<file path="src/rtl/cic_pkg.sv">
package cic_pkg;
  localparam int LINES     = 8;
  localparam int LW        = $clog2(LINES);
  localparam int IW        = $clog2(LINES + 1);
  localparam int VW        = 8;
  localparam int CASC_LINE = 2;

  // Lowest set bit of v whose index is below lim; LINES when none.
  function automatic logic [IW-1:0] first_set(input logic [LINES-1:0] v,
                                              input logic [IW-1:0] lim);
    logic [IW-1:0] r;
    r = IW'(LINES);
    for (int i = LINES - 1; i >= 0; i--)
      if (v[i] && (IW'(i) < lim)) r = IW'(i);
    return r;
  endfunction

  function automatic logic [VW-1:0] make_vec(input logic [VW-1:0] base,
                                             input logic [LW-1:0] line);
    return base + VW'(line);
  endfunction
endpackage

</file>
<file path="src/rtl/cic_unit.sv">
module cic_unit
  import cic_pkg::*;
(
  input  logic             clk,
  input  logic             rst_n,
  input  logic [LINES-1:0] req_set,
  input  logic [LINES-1:0] req_drop,
  input  logic             start,
  input  logic [LW-1:0]    start_line,
  input  logic             auto_eoi,
  input  logic             special_mask,
  input  logic             mask_we,
  input  logic [LINES-1:0] mask_data,
  input  logic             base_we,
  input  logic [VW-1:0]    base_data,
  input  logic             eoi,
  output logic             cand_found,
  output logic [LW-1:0]    cand_line,
  output logic [VW-1:0]    base_q,
  output logic             recheck,
  output logic [LINES-1:0] isr_q,
  output logic [IW-1:0]    act_q
);
  logic [LINES-1:0] irr_q, imr_q;
  logic [LINES-1:0] cand, start_bit, eoi_bit, isr_n;
  logic [IW-1:0]    lim, cand_idx, eoi_idx;

  assign cand       = irr_q & ~imr_q & ~isr_q;
  assign lim        = special_mask ? IW'(LINES) : act_q;
  assign cand_idx   = first_set(cand, lim);
  assign cand_found = (cand_idx != IW'(LINES));
  assign cand_line  = cand_idx[LW-1:0];
  assign recheck    = mask_we && |((imr_q ^ mask_data) & irr_q & ~isr_q);

  assign start_bit  = start ? (LINES'(1) << start_line) : '0;
  assign eoi_idx    = first_set(isr_q, IW'(LINES));
  assign eoi_bit    = (eoi && eoi_idx != IW'(LINES)) ? (LINES'(1) << eoi_idx[LW-1:0]) : '0;
  assign isr_n      = (isr_q & ~eoi_bit) | (auto_eoi ? '0 : start_bit);

  always_ff @(posedge clk) begin
    if (!rst_n) begin
      irr_q  <= '0;
      imr_q  <= '1;
      isr_q  <= '0;
      act_q  <= IW'(LINES);
      base_q <= '0;
    end else begin
      irr_q <= (irr_q & ~start_bit & ~req_drop) | req_set;
      isr_q <= isr_n;
      if (mask_we) imr_q <= mask_data;
      if (base_we) base_q <= base_data;
      if (start && !auto_eoi) act_q <= IW'(start_line);
      else if (eoi)           act_q <= first_set(isr_n, IW'(LINES));
    end
  end

  AST_IDLE_LEVEL: assert property (@(posedge clk) disable iff (!rst_n)
    (isr_q == '0) |-> (act_q == IW'(LINES)));
  AST_AUTO_KEEPS_ISR: assert property (@(posedge clk) disable iff (!rst_n)
    (start && auto_eoi && !eoi) |=> (isr_q == $past(isr_q)));
  AST_START_CLEARS_REQ: assert property (@(posedge clk) disable iff (!rst_n)
    (start && !req_set[start_line]) |=> !irr_q[$past(start_line)]);
endmodule

</file>
<file path="src/rtl/cic_handshake.sv">
module cic_handshake (
  input  logic clk,
  input  logic rst_n,
  input  logic trigger,
  input  logic cpu_ie,
  input  logic found,
  input  logic inta,
  output logic int_o,
  output logic ack
);
  logic pend_q, evaluate;

  assign ack      = inta && int_o;
  assign evaluate = pend_q && cpu_ie && !int_o;

  always_ff @(posedge clk) begin
    if (!rst_n) begin
      pend_q <= 1'b0;
      int_o  <= 1'b0;
    end else begin
      if (trigger || ack) pend_q <= 1'b1;
      else if (evaluate)  pend_q <= 1'b0;
      if (ack)                   int_o <= 1'b0;
      else if (evaluate && found) int_o <= 1'b1;
    end
  end

  AST_INT_HELD: assert property (@(posedge clk) disable iff (!rst_n)
    (int_o && !inta) |=> int_o);
  AST_IE_GATES_RAISE: assert property (@(posedge clk) disable iff (!rst_n)
    $rose(int_o) |-> $past(cpu_ie));
endmodule

</file>
<file path="src/rtl/cascaded_irq_ctrl.sv">
module cascaded_irq_ctrl
  import cic_pkg::*;
(
  input  logic               clk,
  input  logic               rst_n,
  input  logic [2*LINES-1:0] irq_req,
  input  logic               cpu_ie,
  input  logic               inta,
  input  logic               eoi,
  input  logic               eoi_sel,
  input  logic               mask_we,
  input  logic               mask_sel,
  input  logic [LINES-1:0]   mask_data,
  input  logic               base_we,
  input  logic               base_sel,
  input  logic [VW-1:0]      base_data,
  input  logic               auto_eoi,
  input  logic               special_mask,
  output logic               int_o,
  output logic               vec_valid,
  output logic [VW-1:0]      vec_o,
  output logic               cascade_err
);
  localparam int NCTL = 2;
  localparam logic [LINES-1:0] CASC_BIT = LINES'(1) << CASC_LINE;

  logic [NCTL-1:0][LINES-1:0] u_req_set, u_req_drop, u_isr;
  logic [NCTL-1:0][LW-1:0]    u_line, u_start_line;
  logic [NCTL-1:0][VW-1:0]    u_base;
  logic [NCTL-1:0][IW-1:0]    u_act;
  logic [NCTL-1:0]            u_found, u_start, u_recheck;

  logic ack, casc_pick, casc_err, deliver, trigger;
  logic [VW-1:0] vec_next;

  assign casc_pick = u_found[0] && (u_line[0] == LW'(CASC_LINE));
  assign casc_err  = ack && casc_pick && !u_found[1];
  assign deliver   = ack && u_found[0] && !casc_err;

  assign u_start[0]      = deliver;
  assign u_start_line[0] = u_line[0];
  assign u_start[1]      = deliver && casc_pick;
  assign u_start_line[1] = u_line[1];

  assign u_req_set[0]  = irq_req[LINES-1:0] | ((|irq_req[2*LINES-1:LINES]) ? CASC_BIT : '0);
  assign u_req_set[1]  = irq_req[2*LINES-1:LINES];
  assign u_req_drop[0] = casc_err ? CASC_BIT : '0;
  assign u_req_drop[1] = '0;

  assign trigger  = (|irq_req) || (|u_recheck) || eoi;
  assign vec_next = casc_pick ? make_vec(u_base[1], u_line[1]) : make_vec(u_base[0], u_line[0]);

  for (genvar g = 0; g < NCTL; g++) begin : g_unit
    cic_unit u_ctl (
      .clk(clk), .rst_n(rst_n),
      .req_set(u_req_set[g]), .req_drop(u_req_drop[g]),
      .start(u_start[g]), .start_line(u_start_line[g]),
      .auto_eoi(auto_eoi), .special_mask(special_mask),
      .mask_we(mask_we && (mask_sel == 1'(g))), .mask_data(mask_data),
      .base_we(base_we && (base_sel == 1'(g))), .base_data(base_data),
      .eoi(eoi && (eoi_sel == 1'(g))),
      .cand_found(u_found[g]), .cand_line(u_line[g]), .base_q(u_base[g]),
      .recheck(u_recheck[g]), .isr_q(u_isr[g]), .act_q(u_act[g])
    );
  end

  cic_handshake u_hs (
    .clk(clk), .rst_n(rst_n), .trigger(trigger), .cpu_ie(cpu_ie),
    .found(u_found[0]), .inta(inta), .int_o(int_o), .ack(ack)
  );

  always_ff @(posedge clk) begin
    if (!rst_n) begin
      vec_valid   <= 1'b0;
      vec_o       <= '0;
      cascade_err <= 1'b0;
    end else begin
      vec_valid   <= deliver;
      cascade_err <= casc_err;
      if (deliver) vec_o <= vec_next;
    end
  end

  AST_VEC_AFTER_ACK: assert property (@(posedge clk) disable iff (!rst_n)
    vec_valid |-> $past(inta && int_o));
  AST_ERR_NO_VEC: assert property (@(posedge clk) disable iff (!rst_n)
    cascade_err |-> !vec_valid);
  AST_ERR_KEEPS_ISR: assert property (@(posedge clk) disable iff (!rst_n)
    casc_err |=> (u_isr == $past(u_isr)));
  AST_CASC_BOTH_ISR: assert property (@(posedge clk) disable iff (!rst_n)
    (u_start[1] && !auto_eoi) |=> (u_isr[0][CASC_LINE] && u_isr[1][$past(u_line[1])]));
endmodule

</file>
<file path="config.mk">
export PLATFORM = sky130hd
export DESIGN_NAME = cascaded_irq_ctrl
export DESIGN_NICKNAME = d
export VERILOG_FILES = /design/src/rtl/cic_pkg.sv /design/src/rtl/cic_unit.sv /design/src/rtl/cic_handshake.sv /design/src/rtl/cascaded_irq_ctrl.sv
export SDC_FILE = /design/constraint.sdc
export NUM_CORES = 1
export LEC_CHECK = 0
export BUFFER_PORTS_ARGS = -buffer_cell sky130_fd_sc_hd__buf_4
export CAP_MARGIN = 0
export CORE_ASPECT_RATIO = 0.7
export CORE_UTILIZATION = 45
export DETAILED_ROUTE_END_ITERATION = 6
export MAX_ROUTING_LAYER = met4
export SYNTH_ARGS = -nofsm -noshare
export SYNTH_HDL_FRONTEND = slang
export SYNTH_SLANG_ARGS = --single-unit
export TNS_END_PERCENT = 20
</file>
<file path="constraint.sdc">
create_clock -name clk -period 5.87 [get_ports clk]
set_input_delay 0.2935 -clock clk [delete_from_list [all_inputs] [get_ports clk]]
set_output_delay 0.2935 -clock clk [all_outputs]
set_load 0.02 [all_outputs]
</file>
==> impl_metrics.env <==
export IMPL_tns_ns=0
export IMPL_worst_slew_pin_slew_ns=1.08
export IMPL_yosys_warnings=0
export IMPL_ys_seq_area_share_pct=33.9
export IMPL_hold_viol=0
export IMPL_setup_violations=0
export IMPL_final_cell_area_mm2=0.00576
export IMPL_synth_area_mm2=0.00496
export IMPL_synth_area_top_cells="dfxtp_1, nand2_1, a21oi_1"
export IMPL_rsz0062_at_grt="false"
export IMPL_wl_met2_um=6550
export IMPL_end_kind="flop"
export IMPL_synthArstFlopShare_pct=0
export IMPL_via_count=4920
export IMPL_yosysTopAreaCellShare_pct=33.9
export IMPL_cp_arrival_ns=3.76
export IMPL_h_tree_depth=3
export IMPL_yosys_area_top_type="dfxtp_1"
export IMPL_slew_headroom_pct=28.0
export IMPL_leakage_nw=2.22
export IMPL_dpl_cell_count=802
export IMPL_num_antenna_cells=0
export IMPL_grt_pass1_wl_um=24800
export IMPL_clock_latency_ns=0.34
export IMPL_peakVddDrop_mv=0.140
export IMPL_synth_cell_type_count=78
export IMPL_syn_nets=677
export IMPL_die_h_um=89.8
export IMPL_fin_crit_sh_pct=60.6
export IMPL_die_width_um=127
export IMPL_synth_top_family_by_area="simple AND/OR/NAND/NOR gates"
export IMPL_drtIter0Drc=384
export IMPL_path_max_fanout=10
export IMPL_clk_pin_slew_worst_paths_ns=0.06
export IMPL_cts_sinks=84
export IMPL_cts_hold_buf=0
export IMPL_initial_core_util_pct=47.2
export IMPL_wl_met3_um=1170
export IMPL_core_mm2=0.0105
export IMPL_routedWlPerCell_um=19.2
export IMPL_cts_resized=0
export IMPL_dieArea_mm2=0.0115
export IMPL_top_layer="met4"
export IMPL_cts_buffer_depth=2
export IMPL_path_class="reg -> reg"
export IMPL_wl_met1_um=7840
export IMPL_antenna_found_initial=0
export IMPL_slew_violations=0
export IMPL_layout_common_cells="nand2_1, dfxtp_1, buf_4"
export IMPL_synth_compound_area_share_pct=23.2
export IMPL_syn_inst=625
export IMPL_gp_congestion=0.948
export IMPL_syn_to_final_growth_pct=16.0
export IMPL_grt_use_total_pct=28.8
export IMPL_final_layout_size_suffix_gt1_share_pct=13.7
export IMPL_hold_slack_ns=0.173
export IMPL_r2r_setup_slack_ns=2.31
export IMPL_worst_endpoint_required_ns=6.07
export IMPL_min_to="g_unit[1].u_ctl.irr_q[0]$_SDFF_PN0_"
export IMPL_synth_seq_cells=84
export IMPL_power_density_mw_per_mm2=248
export IMPL_firstDrtPassIters=5
export IMPL_syn_avg_cell_area_um2=7.94
export IMPL_muxShareOfSynthArea_pct=2.42
export IMPL_hold_start="irq_req[8]"
export IMPL_numCtsBuffers=9
export IMPL_ioPinCount=55
export IMPL_r2r_start="g_unit[0].u_ctl.act_q[1]$_SDFFE_PN0P_"
export IMPL_r2r_end="vec_o[5]$_SDFFE_PN0N_"
export IMPL_final_core_util_pct=54.8
export IMPL_cts_root_buf="clkbuf_16"
export IMPL_maxCapViolations=0
export IMPL_ant_nets=0
export IMPL_yosys_area_share_adder_pct=2.52
export IMPL_hpwl_um=12000
export IMPL_rows=31
export IMPL_routed_wl_um=15700
export IMPL_fmax_mhz=281
export IMPL_hold_depth=3
export IMPL_drc=0
export IMPL_skew_ns=0.00826
export IMPL_grt_overflow=0
export IMPL_grt_pass1_vias=4524
export IMPL_cts_setup_buffers=0
export IMPL_synth_xor_area_share_pct=4.41
export IMPL_port_buffers=54
export IMPL_synth_edf_count=0
export IMPL_viasPerCell=6.01
export IMPL_fin_crit_ns=3.56
export IMPL_cp_start_kind="flop"
export IMPL_hold_class="in -> reg"
export IMPL_nNetsFinal=717
export IMPL_status="complete, no violations"
export IMPL_r2r_cells=10
export IMPL_dpl_cell_area_mm2=0.00545
export IMPL_yosys_most_used_dff="dfxtp_1"
export IMPL_layoutNonFillerInstCount=818
export IMPL_grt_max_degree=57
export IMPL_cts_tree="yes"
export IMPL_synth_simple_gate_area_share_pct=29.2
==> report_power, final <==
group / switching, mW / total (mW) / leakage, nW / internal, mW
Sequential: 0.0277 / 0.622 / 0.689 / 0.594
Combinational: 0.130 / 0.217 / 1.39 / 0.0868
Clock: 0.237 / 0.591 / 0.142 / 0.354
==> synthesized netlist by cell type (3+ instances only) <==
library cell,n
nand4_1,8
buf_1,3
or3_1,4
o31ai_1,5
xor2_1,7
nor2b_1,9
inv_1,28
dfxtp_1,84
a211oi_1,3
xnor2_1,18
o32a_1,3
a31oi_1,11
or2_2,4
a211o_1,4
nand2_1,84
a311oi_1,3
a21oi_1,48
or4_1,3
nor2_1,45
or3b_2,4
o32ai_1,4
mux2i_1,12
clkbuf_1,20
and2_1,7
o211ai_1,8
o21ai_0,28
ha_1,6
nor3b_1,18
a21o_1,3
nand2b_1,13
nand3_1,37
a32oi_1,3
nor4_1,8
and3_1,3
o21a_1,5
o41ai_1,5
o21ai_1,4
nor3_1,9
==> flip-flops by register name, indices dropped and copies added (netlist names) <==
name	flops
g_unit.u_ctl.act_q	8
u_hs.pend_q	1
vec_valid	1
g_unit.u_ctl.imr_q	16
vec_o	8
cascade_err	1
g_unit.u_ctl.base_q	16
u_hs.int_o	1
g_unit.u_ctl.irr_q	16
g_unit.u_ctl.isr_q	16
==> worst max-delay path by stage <==
| stage | startpoint | slack, ns | cells after the start | endpoint |
|---|---|---|---|---|
| 2_1_floorplan | special_mask | 2.91 | 15 | vec_o[6]$_SDFFE_PN0N_ |
| 3_3_place_gp | g_unit[0].u_ctl.act_q[1]$_SDFFE_PN0P_ | 2.32 | 10 | vec_o[5]$_SDFFE_PN0N_ |
| 3_5_place_dp | g_unit[0].u_ctl.act_q[1]$_SDFFE_PN0P_ | 2.40 | 10 | vec_o[5]$_SDFFE_PN0N_ |
| 4_1_cts | g_unit[0].u_ctl.act_q[1]$_SDFFE_PN0P_ | 2.39 | 10 | vec_o[5]$_SDFFE_PN0N_ |
| 5_1_grt | g_unit[0].u_ctl.act_q[1]$_SDFFE_PN0P_ | 2.13 | 10 | vec_o[5]$_SDFFE_PN0N_ |
| 6_report | g_unit[0].u_ctl.act_q[1]$_SDFFE_PN0P_ | 2.31 | 10 | vec_o[5]$_SDFFE_PN0N_ |
==> kinds of logic after synthesis <==
kind of cell	after synthesis
multiplexers	12
flip-flops	84
adder cells (fa/ha/maj)	9
buffers and inverters	55
AND/OR/NAND/NOR	272
AO/OA/AOI/OAI	168
XOR/XNOR	25
==> routing by layer <==
layer	GRT usage [%]	vias to the layer above
met2	39.7	186
met5	-	-
met4	6.75	0
met3	7.68	20
met1	41.3	2349
li1	-	2365
==> through the flow <==
| stage | power (mW) | worst slack (ns) |
|---|---|---|
| finish | 1.43 | 2.31 |
| global route | 1.49 | 2.13 |
| CTS | 1.43 | 2.39 |
| detailed placement | 0.846 | 2.40 |
| global placement | 0.845 | 2.32 |
| floorplan | 0.765 | 2.91 |
==> layout make-up <==
class                           instances  area [um2]
Clock inverter                          3        45.0
Tap cell                              148         185
Timing Repair Buffer                   56         420
Fill cell                            1023        4750
Clock buffer                           13         260
Multi-Input combinational cell        486        3060
Inverter                               28         105
Sequential cell                        84        1680
==> critical path, stage by stage (launching register included) <==
cell and delay, ns:
dfxtp_1 0.42, a2111oi_4 0.48, a2bb2oi_1 0.43, nand2b_4 0.18
nor2b_1 0.68, ha_1 0.40, a21oi_1 0.26, nor2_1 0.10
xor2_1 0.15, o211ai_1 0.21, a21oi_1 0.09
Power figures use the tool's default switching activity.
